===== src/rtl/sdadc_spi_pkg.sv =====
package sdadc_spi_pkg;
    localparam int CMD_W     = 8;
    localparam int ADDR_W    = 6;
    localparam int STAT_W    = 8;
    localparam int IF_CONT_B = 7;
    localparam int IF_APP_B  = 6;

    localparam logic [ADDR_W-1:0] A_STATUS = 6'h00;
    localparam logic [ADDR_W-1:0] A_MODE   = 6'h01;
    localparam logic [ADDR_W-1:0] A_IFACE  = 6'h02;
    localparam logic [ADDR_W-1:0] A_DATA   = 6'h04;

    typedef enum logic [1:0] {
        ST_IDLE = 2'd0,
        ST_CMD  = 2'd1,
        ST_RD   = 2'd2,
        ST_WR   = 2'd3
    } spi_state_e;
endpackage


===== src/rtl/sdadc_spi_sync.sv =====
module sdadc_spi_sync #(
    parameter int STAGES = 2
) (
    input  logic clk,
    input  logic rst_n,
    input  logic sclk,
    input  logic cs_n,
    input  logic mosi,
    output logic sclk_rise,
    output logic sclk_fall,
    output logic cs_hi,
    output logic mosi_s
);
    logic [STAGES-1:0] sclk_p, cs_p, mosi_p;
    logic              sclk_d;

    always_ff @(posedge clk or negedge rst_n) begin
        if (!rst_n) begin
            sclk_p <= '1;
            cs_p   <= '1;
            mosi_p <= '0;
            sclk_d <= 1'b1;
        end else begin
            sclk_p <= {sclk_p[STAGES-2:0], sclk};
            cs_p   <= {cs_p[STAGES-2:0], cs_n};
            mosi_p <= {mosi_p[STAGES-2:0], mosi};
            sclk_d <= sclk_p[STAGES-1];
        end
    end

    assign sclk_rise = sclk_p[STAGES-1] & ~sclk_d;
    assign sclk_fall = ~sclk_p[STAGES-1] & sclk_d;
    assign cs_hi     = cs_p[STAGES-1];
    assign mosi_s    = mosi_p[STAGES-1];
endmodule


===== src/rtl/sdadc_result_hold.sv =====
module sdadc_result_hold #(
    parameter int DATA_W = 24,
    parameter int CHAN_W = 2
) (
    input  logic              clk,
    input  logic              rst_n,
    input  logic              res_valid,
    input  logic [DATA_W-1:0] res_data,
    input  logic [CHAN_W-1:0] res_chan,
    input  logic              load,
    input  logic              consume,
    output logic [DATA_W-1:0] data_q,
    output logic [CHAN_W-1:0] chan_q,
    output logic              rdy_n
);
    logic newer;

    always_ff @(posedge clk or negedge rst_n) begin
        if (!rst_n) begin
            data_q <= '0;
            chan_q <= '0;
            rdy_n  <= 1'b1;
            newer  <= 1'b0;
        end else begin
            if (res_valid) begin
                data_q <= res_data;
                chan_q <= res_chan;
            end
            if (load)
                newer <= res_valid;
            else if (res_valid)
                newer <= 1'b1;
            if (res_valid)
                rdy_n <= 1'b0;
            else if (consume && !newer)
                rdy_n <= 1'b1;
        end
    end

    assert_ready_low_R5: assert property (@(posedge clk) disable iff (!rst_n)
        res_valid |=> !rdy_n);
    assert_ready_release_R6: assert property (@(posedge clk) disable iff (!rst_n)
        $rose(rdy_n) |-> $past(consume));
endmodule


===== src/rtl/sdadc_spi_fsm.sv =====
module sdadc_spi_fsm
    import sdadc_spi_pkg::*;
#(
    parameter int DATA_W = 24,
    parameter int CFG_W  = 16,
    parameter int CHAN_W = 2
) (
    input  logic              clk,
    input  logic              rst_n,
    input  logic              sclk_rise,
    input  logic              sclk_fall,
    input  logic              cs_hi,
    input  logic              cs_n_raw,
    input  logic              mosi_s,
    input  logic              rdy_n,
    input  logic [DATA_W-1:0] data_q,
    input  logic [CHAN_W-1:0] chan_q,
    output logic              miso,
    output logic [CFG_W-1:0]  cfg_mode,
    output logic [CFG_W-1:0]  cfg_iface,
    output logic              load,
    output logic              consume
);
    localparam int SH_W  = DATA_W + STAT_W;
    localparam int LEN_W = $clog2(SH_W + 1);

    spi_state_e        state, state_n;
    logic [LEN_W-1:0]  cnt, len;
    logic [CMD_W-2:0]  cmd_sh;
    logic [SH_W-1:0]   sh;
    logic [ADDR_W-1:0] addr_q;
    logic              data_rd, dout_q;

    logic [CMD_W-1:0]  cmd_byte;
    logic              cmd_done, cmd_ok, cont_start, rd_done, wr_done;
    logic              cont_en, app_en;
    logic [STAT_W-1:0] stat_byte;
    logic [SH_W-1:0]   data_word;
    logic [CFG_W-1:0]  wr_val;

    function automatic logic [LEN_W-1:0] len_of(input logic [ADDR_W-1:0] a,
                                                 input logic rd, input logic app);
        if (a == A_MODE || a == A_IFACE) return LEN_W'(CFG_W);
        if (a == A_DATA) return LEN_W'(DATA_W + ((rd && app) ? STAT_W : 0));
        return LEN_W'(STAT_W);
    endfunction

    assign cont_en    = cfg_iface[IF_CONT_B];
    assign app_en     = cfg_iface[IF_APP_B];
    assign stat_byte  = {rdy_n, {(STAT_W-1-CHAN_W){1'b0}}, chan_q};
    assign data_word  = {data_q, stat_byte};
    assign cmd_byte   = {cmd_sh, mosi_s};
    assign cmd_ok     = !cmd_byte[7];
    assign cmd_done   = (state == ST_CMD) && sclk_rise && (cnt == LEN_W'(CMD_W-1));
    assign cont_start = (state == ST_CMD) && sclk_fall && (cnt == '0) && cont_en && !rdy_n;
    assign rd_done    = (state == ST_RD) && sclk_rise && (cnt == len - 1'b1);
    assign wr_done    = (state == ST_WR) && sclk_rise && (cnt == len - 1'b1);
    assign wr_val     = {sh[CFG_W-2:0], mosi_s};

    function automatic logic [SH_W-1:0] load_of(input logic [ADDR_W-1:0] a);
        unique case (a)
            A_STATUS: return {stat_byte, {(SH_W-STAT_W){1'b0}}};
            A_MODE:   return {cfg_mode, {(SH_W-CFG_W){1'b0}}};
            A_IFACE:  return {cfg_iface, {(SH_W-CFG_W){1'b0}}};
            A_DATA:   return data_word;
            default:  return '0;
        endcase
    endfunction

    // State register
    always_ff @(posedge clk or negedge rst_n) begin
        if (!rst_n) state <= ST_IDLE;
        else        state <= state_n;
    end

    // Next-state decision
    always_comb begin
        state_n = state;
        if (cs_hi) begin
            state_n = ST_IDLE;
        end else begin
            unique case (state)
                ST_IDLE: state_n = ST_CMD;
                ST_CMD: begin
                    if (cont_start)              state_n = ST_RD;
                    else if (cmd_done && cmd_ok) state_n = cmd_byte[6] ? ST_RD : ST_WR;
                end
                ST_RD: if (rd_done) state_n = ST_CMD;
                ST_WR: if (wr_done) state_n = ST_CMD;
                default: state_n = ST_IDLE;
            endcase
        end
    end

    // Datapath registers
    always_ff @(posedge clk or negedge rst_n) begin
        if (!rst_n) begin
            cnt       <= '0;
            len       <= '0;
            cmd_sh    <= '0;
            sh        <= '0;
            addr_q    <= '0;
            data_rd   <= 1'b0;
            dout_q    <= 1'b1;
            cfg_mode  <= '0;
            cfg_iface <= '0;
        end else if (cs_hi) begin
            cnt <= '0;
        end else begin
            unique case (state)
                ST_IDLE: cnt <= '0;
                ST_CMD: begin
                    if (cont_start) begin
                        cnt     <= '0;
                        len     <= len_of(A_DATA, 1'b1, app_en);
                        sh      <= data_word << 1;
                        dout_q  <= data_word[SH_W-1];
                        data_rd <= 1'b1;
                    end else if (sclk_rise) begin
                        cmd_sh <= cmd_byte[CMD_W-2:0];
                        if (cmd_done) begin
                            cnt     <= '0;
                            addr_q  <= cmd_byte[ADDR_W-1:0];
                            len     <= len_of(cmd_byte[ADDR_W-1:0], cmd_byte[6], app_en);
                            data_rd <= cmd_byte[6] && (cmd_byte[ADDR_W-1:0] == A_DATA);
                            if (cmd_byte[6]) sh <= load_of(cmd_byte[ADDR_W-1:0]);
                        end else begin
                            cnt <= cnt + 1'b1;
                        end
                    end
                end
                ST_RD: begin
                    if (sclk_fall) begin
                        dout_q <= sh[SH_W-1];
                        sh     <= sh << 1;
                    end
                    if (sclk_rise) cnt <= rd_done ? '0 : cnt + 1'b1;
                end
                ST_WR: begin
                    if (sclk_rise) begin
                        sh  <= {sh[SH_W-2:0], mosi_s};
                        cnt <= wr_done ? '0 : cnt + 1'b1;
                        if (wr_done && addr_q == A_MODE)  cfg_mode  <= wr_val;
                        if (wr_done && addr_q == A_IFACE) cfg_iface <= wr_val;
                    end
                end
                default: cnt <= '0;
            endcase
        end
    end

    // Outputs
    always_comb begin
        load    = cont_start || (cmd_done && cmd_ok && cmd_byte[6]
                                 && cmd_byte[ADDR_W-1:0] == A_DATA);
        consume = rd_done && data_rd;
        if (cs_n_raw)            miso = 1'b1;
        else if (state == ST_RD) miso = dout_q;
        else                     miso = rdy_n;
    end

    assert_abort_idle_R9: assert property (@(posedge clk) disable iff (!rst_n)
        cs_hi |=> state == ST_IDLE);
    assert_cfg_write_only_R3: assert property (@(posedge clk) disable iff (!rst_n)
        !$stable(cfg_mode) |-> $past(state) == ST_WR);
    assert_cont_needs_ready_R8: assert property (@(posedge clk) disable iff (!rst_n)
        (state == ST_CMD && sclk_fall && cnt == '0 && rdy_n && !sclk_rise) |=> state != ST_RD);
    assert_count_bound_R4: assert property (@(posedge clk) disable iff (!rst_n)
        (state == ST_RD || state == ST_WR) |-> cnt < len);
endmodule


===== src/rtl/sdadc_spi_port.sv =====
module sdadc_spi_port #(
    parameter int DATA_W      = 24,
    parameter int CFG_W       = 16,
    parameter int CHAN_W      = 2,
    parameter int SYNC_STAGES = 2
) (
    input  logic              clk,
    input  logic              rst_n,
    input  logic              sclk,
    input  logic              cs_n,
    input  logic              mosi,
    output logic              miso_rdy,
    input  logic              res_valid,
    input  logic [DATA_W-1:0] res_data,
    input  logic [CHAN_W-1:0] res_chan,
    output logic [CFG_W-1:0]  cfg_mode,
    output logic [CFG_W-1:0]  cfg_iface
);
    logic              sclk_rise, sclk_fall, cs_hi, mosi_s;
    logic              load, consume, rdy_n;
    logic [DATA_W-1:0] data_q;
    logic [CHAN_W-1:0] chan_q;

    sdadc_spi_sync #(.STAGES(SYNC_STAGES)) u_sync (
        .clk(clk), .rst_n(rst_n), .sclk(sclk), .cs_n(cs_n), .mosi(mosi),
        .sclk_rise(sclk_rise), .sclk_fall(sclk_fall), .cs_hi(cs_hi), .mosi_s(mosi_s)
    );

    sdadc_result_hold #(.DATA_W(DATA_W), .CHAN_W(CHAN_W)) u_hold (
        .clk(clk), .rst_n(rst_n), .res_valid(res_valid), .res_data(res_data),
        .res_chan(res_chan), .load(load), .consume(consume),
        .data_q(data_q), .chan_q(chan_q), .rdy_n(rdy_n)
    );

    sdadc_spi_fsm #(.DATA_W(DATA_W), .CFG_W(CFG_W), .CHAN_W(CHAN_W)) u_fsm (
        .clk(clk), .rst_n(rst_n), .sclk_rise(sclk_rise), .sclk_fall(sclk_fall),
        .cs_hi(cs_hi), .cs_n_raw(cs_n), .mosi_s(mosi_s), .rdy_n(rdy_n),
        .data_q(data_q), .chan_q(chan_q), .miso(miso_rdy),
        .cfg_mode(cfg_mode), .cfg_iface(cfg_iface), .load(load), .consume(consume)
    );
endmodule


===== config.mk =====
export PLATFORM = sky130hd
export DESIGN_NAME = sdadc_spi_port
export DESIGN_NICKNAME = d
export VERILOG_FILES = /design/src/rtl/sdadc_spi_pkg.sv /design/src/rtl/sdadc_spi_sync.sv /design/src/rtl/sdadc_result_hold.sv /design/src/rtl/sdadc_spi_fsm.sv /design/src/rtl/sdadc_spi_port.sv
export SDC_FILE = /design/constraint.sdc
export NUM_CORES = 1
export LEC_CHECK = 0
export BUFFER_PORTS_ARGS = -buffer_cell sky130_fd_sc_hd__buf_4
export CORE_MARGIN = 8
export CORE_UTILIZATION = 63
export DETAILED_ROUTE_END_ITERATION = 12
export PLACE_DENSITY = 0.83
export SETUP_SLACK_MARGIN = 0.2
export SYNTH_ARGS = -nofsm -noshare
export SYNTH_HDL_FRONTEND = slang
export SYNTH_SLANG_ARGS = --single-unit

===== constraint.sdc =====
create_clock -name clk -period 6.9 [get_ports clk]
set_input_delay 1.38 -clock clk [delete_from_list [all_inputs] [get_ports clk]]
set_output_delay 1.38 -clock clk [all_outputs]
set_load 0.05 [all_outputs]

==> results.yml <==
yosys:
  avgSynthCellArea_um2: 11.57
  yosys_warnings: 0
  synth_edf_count: 0
  synth_fa_ha_area_share_pct: 0.7917
  synthesis.nets: 554
  yosysMostFrequentCell: "dfrtp_1"
  synth_seq_cells: 125
  syn_area_um2: 6006
  synth_ff_type: "dfrtp_1"
  ys_top_cells_by_count: "dfrtp_1 (118), mux2_2 (60), nor2_1 (38)"
  synth.area.top_cells: "dfrtp_1 (49%), mux2_2 (11%), dfstp_2 (3.1%)"
  synth_top_family_by_area: "compound AO/OA/AOI/OAI gates"
  synth_area_leader_cell: "dfrtp_1"
  synth_top_area_share_pct: 49.17
  yosysSeqAreaShare_pct: 52.23
  yosys.area_share.simple_pct: 11.29
  synth_compound_area_share_pct: 16.06
  syn_inst: 519
  synth_cell_types: 57
  synth.mux.area_fraction_pct: 15.29
  synthArstFlopShare_pct: 100.0
  synth_xor_area_share_pct: 0.6667
cts:
  cts.repair.resized: 0
  cts.htree.levels: 4
  cts_tree: "done"
  clock-root-buffer: "clkbuf_8"
  cts.sink_count: 125
  cts_buffers: 17
  clock_path_buffers: 2
  holdBufCountCts: 0
  clk_latency_ns: 0.53
  clk_pin_slew_worst_paths_ns: 0.06
  post-cts-setup-buffers: 0
sta:
  layout_min_cycle_time_ns: 3.603
  worst_pin_slew_ns: 1.241
  fmax_ghz: 0.2776
  setup_ws_ns: 3.297
  setup_viol: 0
  finalCritPeriodShare_pct: 52.21
  hold_viol: 0
  timing.setup.tns_ns: 0
  rsz0062_at_grt: "false"
  report.final.slew_viol_count: 0
  slew_headroom_pct: 17.07
  fin_skew_ns: 0.006359
place:
  place_ws_ns: 3.538
  place.gp.congestion: 0.9102
  dpl.hpwl_um: 10010
  io_buffers: 64
die:
  rows: 35
  fp.dieH_um: 113.6
  start_util_pct: 65.00
  die_area_um2: 12910
  io_pins: 65
  core_um2: 9240
  die_x_um: 113.6
route:
  dr.first_iter.drc_count: 465
  viasPerCell: 6.594
  dr.pass1.iters: 5
  routed_wl_um: 15560
  via_count: 4682
  wl_per_cell_um: 21.91
  postRouteAntennaNets: 0
  drc: 0
power:
  p_leak_nw: 3.357
  ir_drop_mv: 0.2374
  power_density_nw_per_um2: 266.8
global_route:
  grt_pass1_vias: 4863
  grt_max_degree: 76
  track_usage_pct: 25.17
  grt_overflow_total: 0
  grt_pass1_wl_um: 25320
  grt_antenna_before_repair: 0
worst_setup_path:
  crit_required_ns: 5.52
  arrival_ns: 2.22
  rr_worst_depth: 6
  worst_setup_path_start_kind: "flip-flop"
  critPathMaxFanout: 45
  worstSetupEndpointType: "output pin"
  worstSetupPathType: "reg2out"
worst_hold_path:
  min_path_cells: 0
  min_path_type: "reg2reg"
finish:
  area_growth_pct: 18.48
  layout-drive-gt1-share_pct: 30.12
  antenna_cells: 0
  fill_cells: 577
  fin_nets: 603
run_status:
  outcome: "finished, final reports clean"
job:
  drv_cap: 0
==> final cells by class <==
| class | instances | area (µm²) | share of cell area (%) |
|---|---|---|---|
| flip-flops and latches | 125 | 3137 | 44.08 |
| clock buffers | 26 | 508.0 | 7.139 |
| clock inverters | 6 | 82.58 | 1.161 |
| well taps | 129 | 161.4 | 2.268 |
| repair buffers | 71 | 533.0 | 7.491 |
| multi-input cells | 345 | 2664 | 37.44 |
| inverters | 8 | 30.03 | 0.4220 |
==> worst max-delay path, cell delays in order, from the launching register on <==
cell and delay, ns:
dfrtp_1 0.32, buf_4 0.40, nor2b_1 0.42, nor2b_1 0.09, a211o_1 0.28, buf_4 0.19
==> state kept, by name, summed over array words and instances, names as in the netlist <==
signal / flops
u_fsm.sh: 32
u_hold.data_q: 24
u_fsm.cfg_iface: 16
u_fsm.cfg_mode: 16
u_fsm.cmd_sh: 7
u_fsm.addr_q: 6
u_fsm.cnt: 6
u_fsm.len: 3
u_fsm.state: 2
u_hold.chan_q: 2
u_sync.cs_p: 2
u_sync.mosi_p: 2
u_sync.sclk_p: 2
u_fsm.data_rd: 1
u_fsm.dout_q: 1
u_hold.newer: 1
u_hold.rdy_n: 1
u_sync.sclk_d: 1
==> metal layers <==
| metal | part of all wire [%] | routed length, µm | GRT usage, % |
|---|---|---|---|
| met1 | 41 | 6452 | 32.47 |
| met2 | 47 | 7253 | 38.34 |
| met3 | 9.5 | 1478 | 7.501 |
| met4 | 2.4 | 375 | 11.55 |
| met5 | 0 | 0 | 0 |
==> power by group <==
group          internal [mW]  switching, mW
combinational         0.0810          0.123
sequential             0.764         0.0467
clock                  0.570          0.314
==> worst paths after layout <==
check | start | endpoint | slack (ns)
max reg2reg | u_fsm.state[1] | u_fsm.sh[0] | 3.45
min in group asynchronous | rst_n | u_fsm.cfg_iface[11] | 0.88
max | u_fsm.state[1] | miso_rdy | 3.30
min | u_sync.cs_p[0] | u_sync.cs_p[1] | 0.36
max in group asynchronous | rst_n | u_sync.mosi_p[0] | 4.64
min reg2reg | u_sync.cs_p[0] | u_sync.cs_p[1] | 0.36
==> stage by stage <==
| stage | std cells | power [mW] | util [%] | cell area, µm² | hold slack, ns |
|---|---|---|---|---|---|
| finish | 710 | 1.899 | 77.01 | 7116 | 0.3568 |
| global route | 710 | 1.953 | 77.01 | 7116 | 0.3630 |
| CTS | 710 | 1.903 | 77.01 | 7116 | 0.3577 |
| detailed placement | 678 | 1.019 | 70.62 | 6525 | 0.3492 |
| global placement | 678 | 1.010 | 70.62 | 6525 | 0.3412 |
| floorplan | 519 | 0.9241 | - | 6006 | 0.3312 |
==> cells in the final DEF (no fill, tap or decap), types with 12 or more instances in the layout <==
cell and instances:
a221o_1 12, clkbuf_16 16, a221oi_1 16, nor2_1 38, o31ai_1 24, buf_4 71
o21ai_0 32, and3_1 23, dfrtp_1 118, nand2_1 17, mux2_1 14, mux2_2 60
==> cell families (layout without fill, tap and decap cells) <==
| kind of cell | after synthesis | count (layout) |
|---|---|---|
| AOI/OAI and AO/OA | 134 | 134 |
| and+or+nand+nor | 123 | 123 |
| muxes | 81 | 81 |
| adders and majority gates | 4 | 4 |
| xor gates and xnor gates | 3 | 3 |
| DFF | 125 | 125 |
| buffers and inverters | 49 | 111 |
No activity file was read; power rests on OpenSTA's default activity.
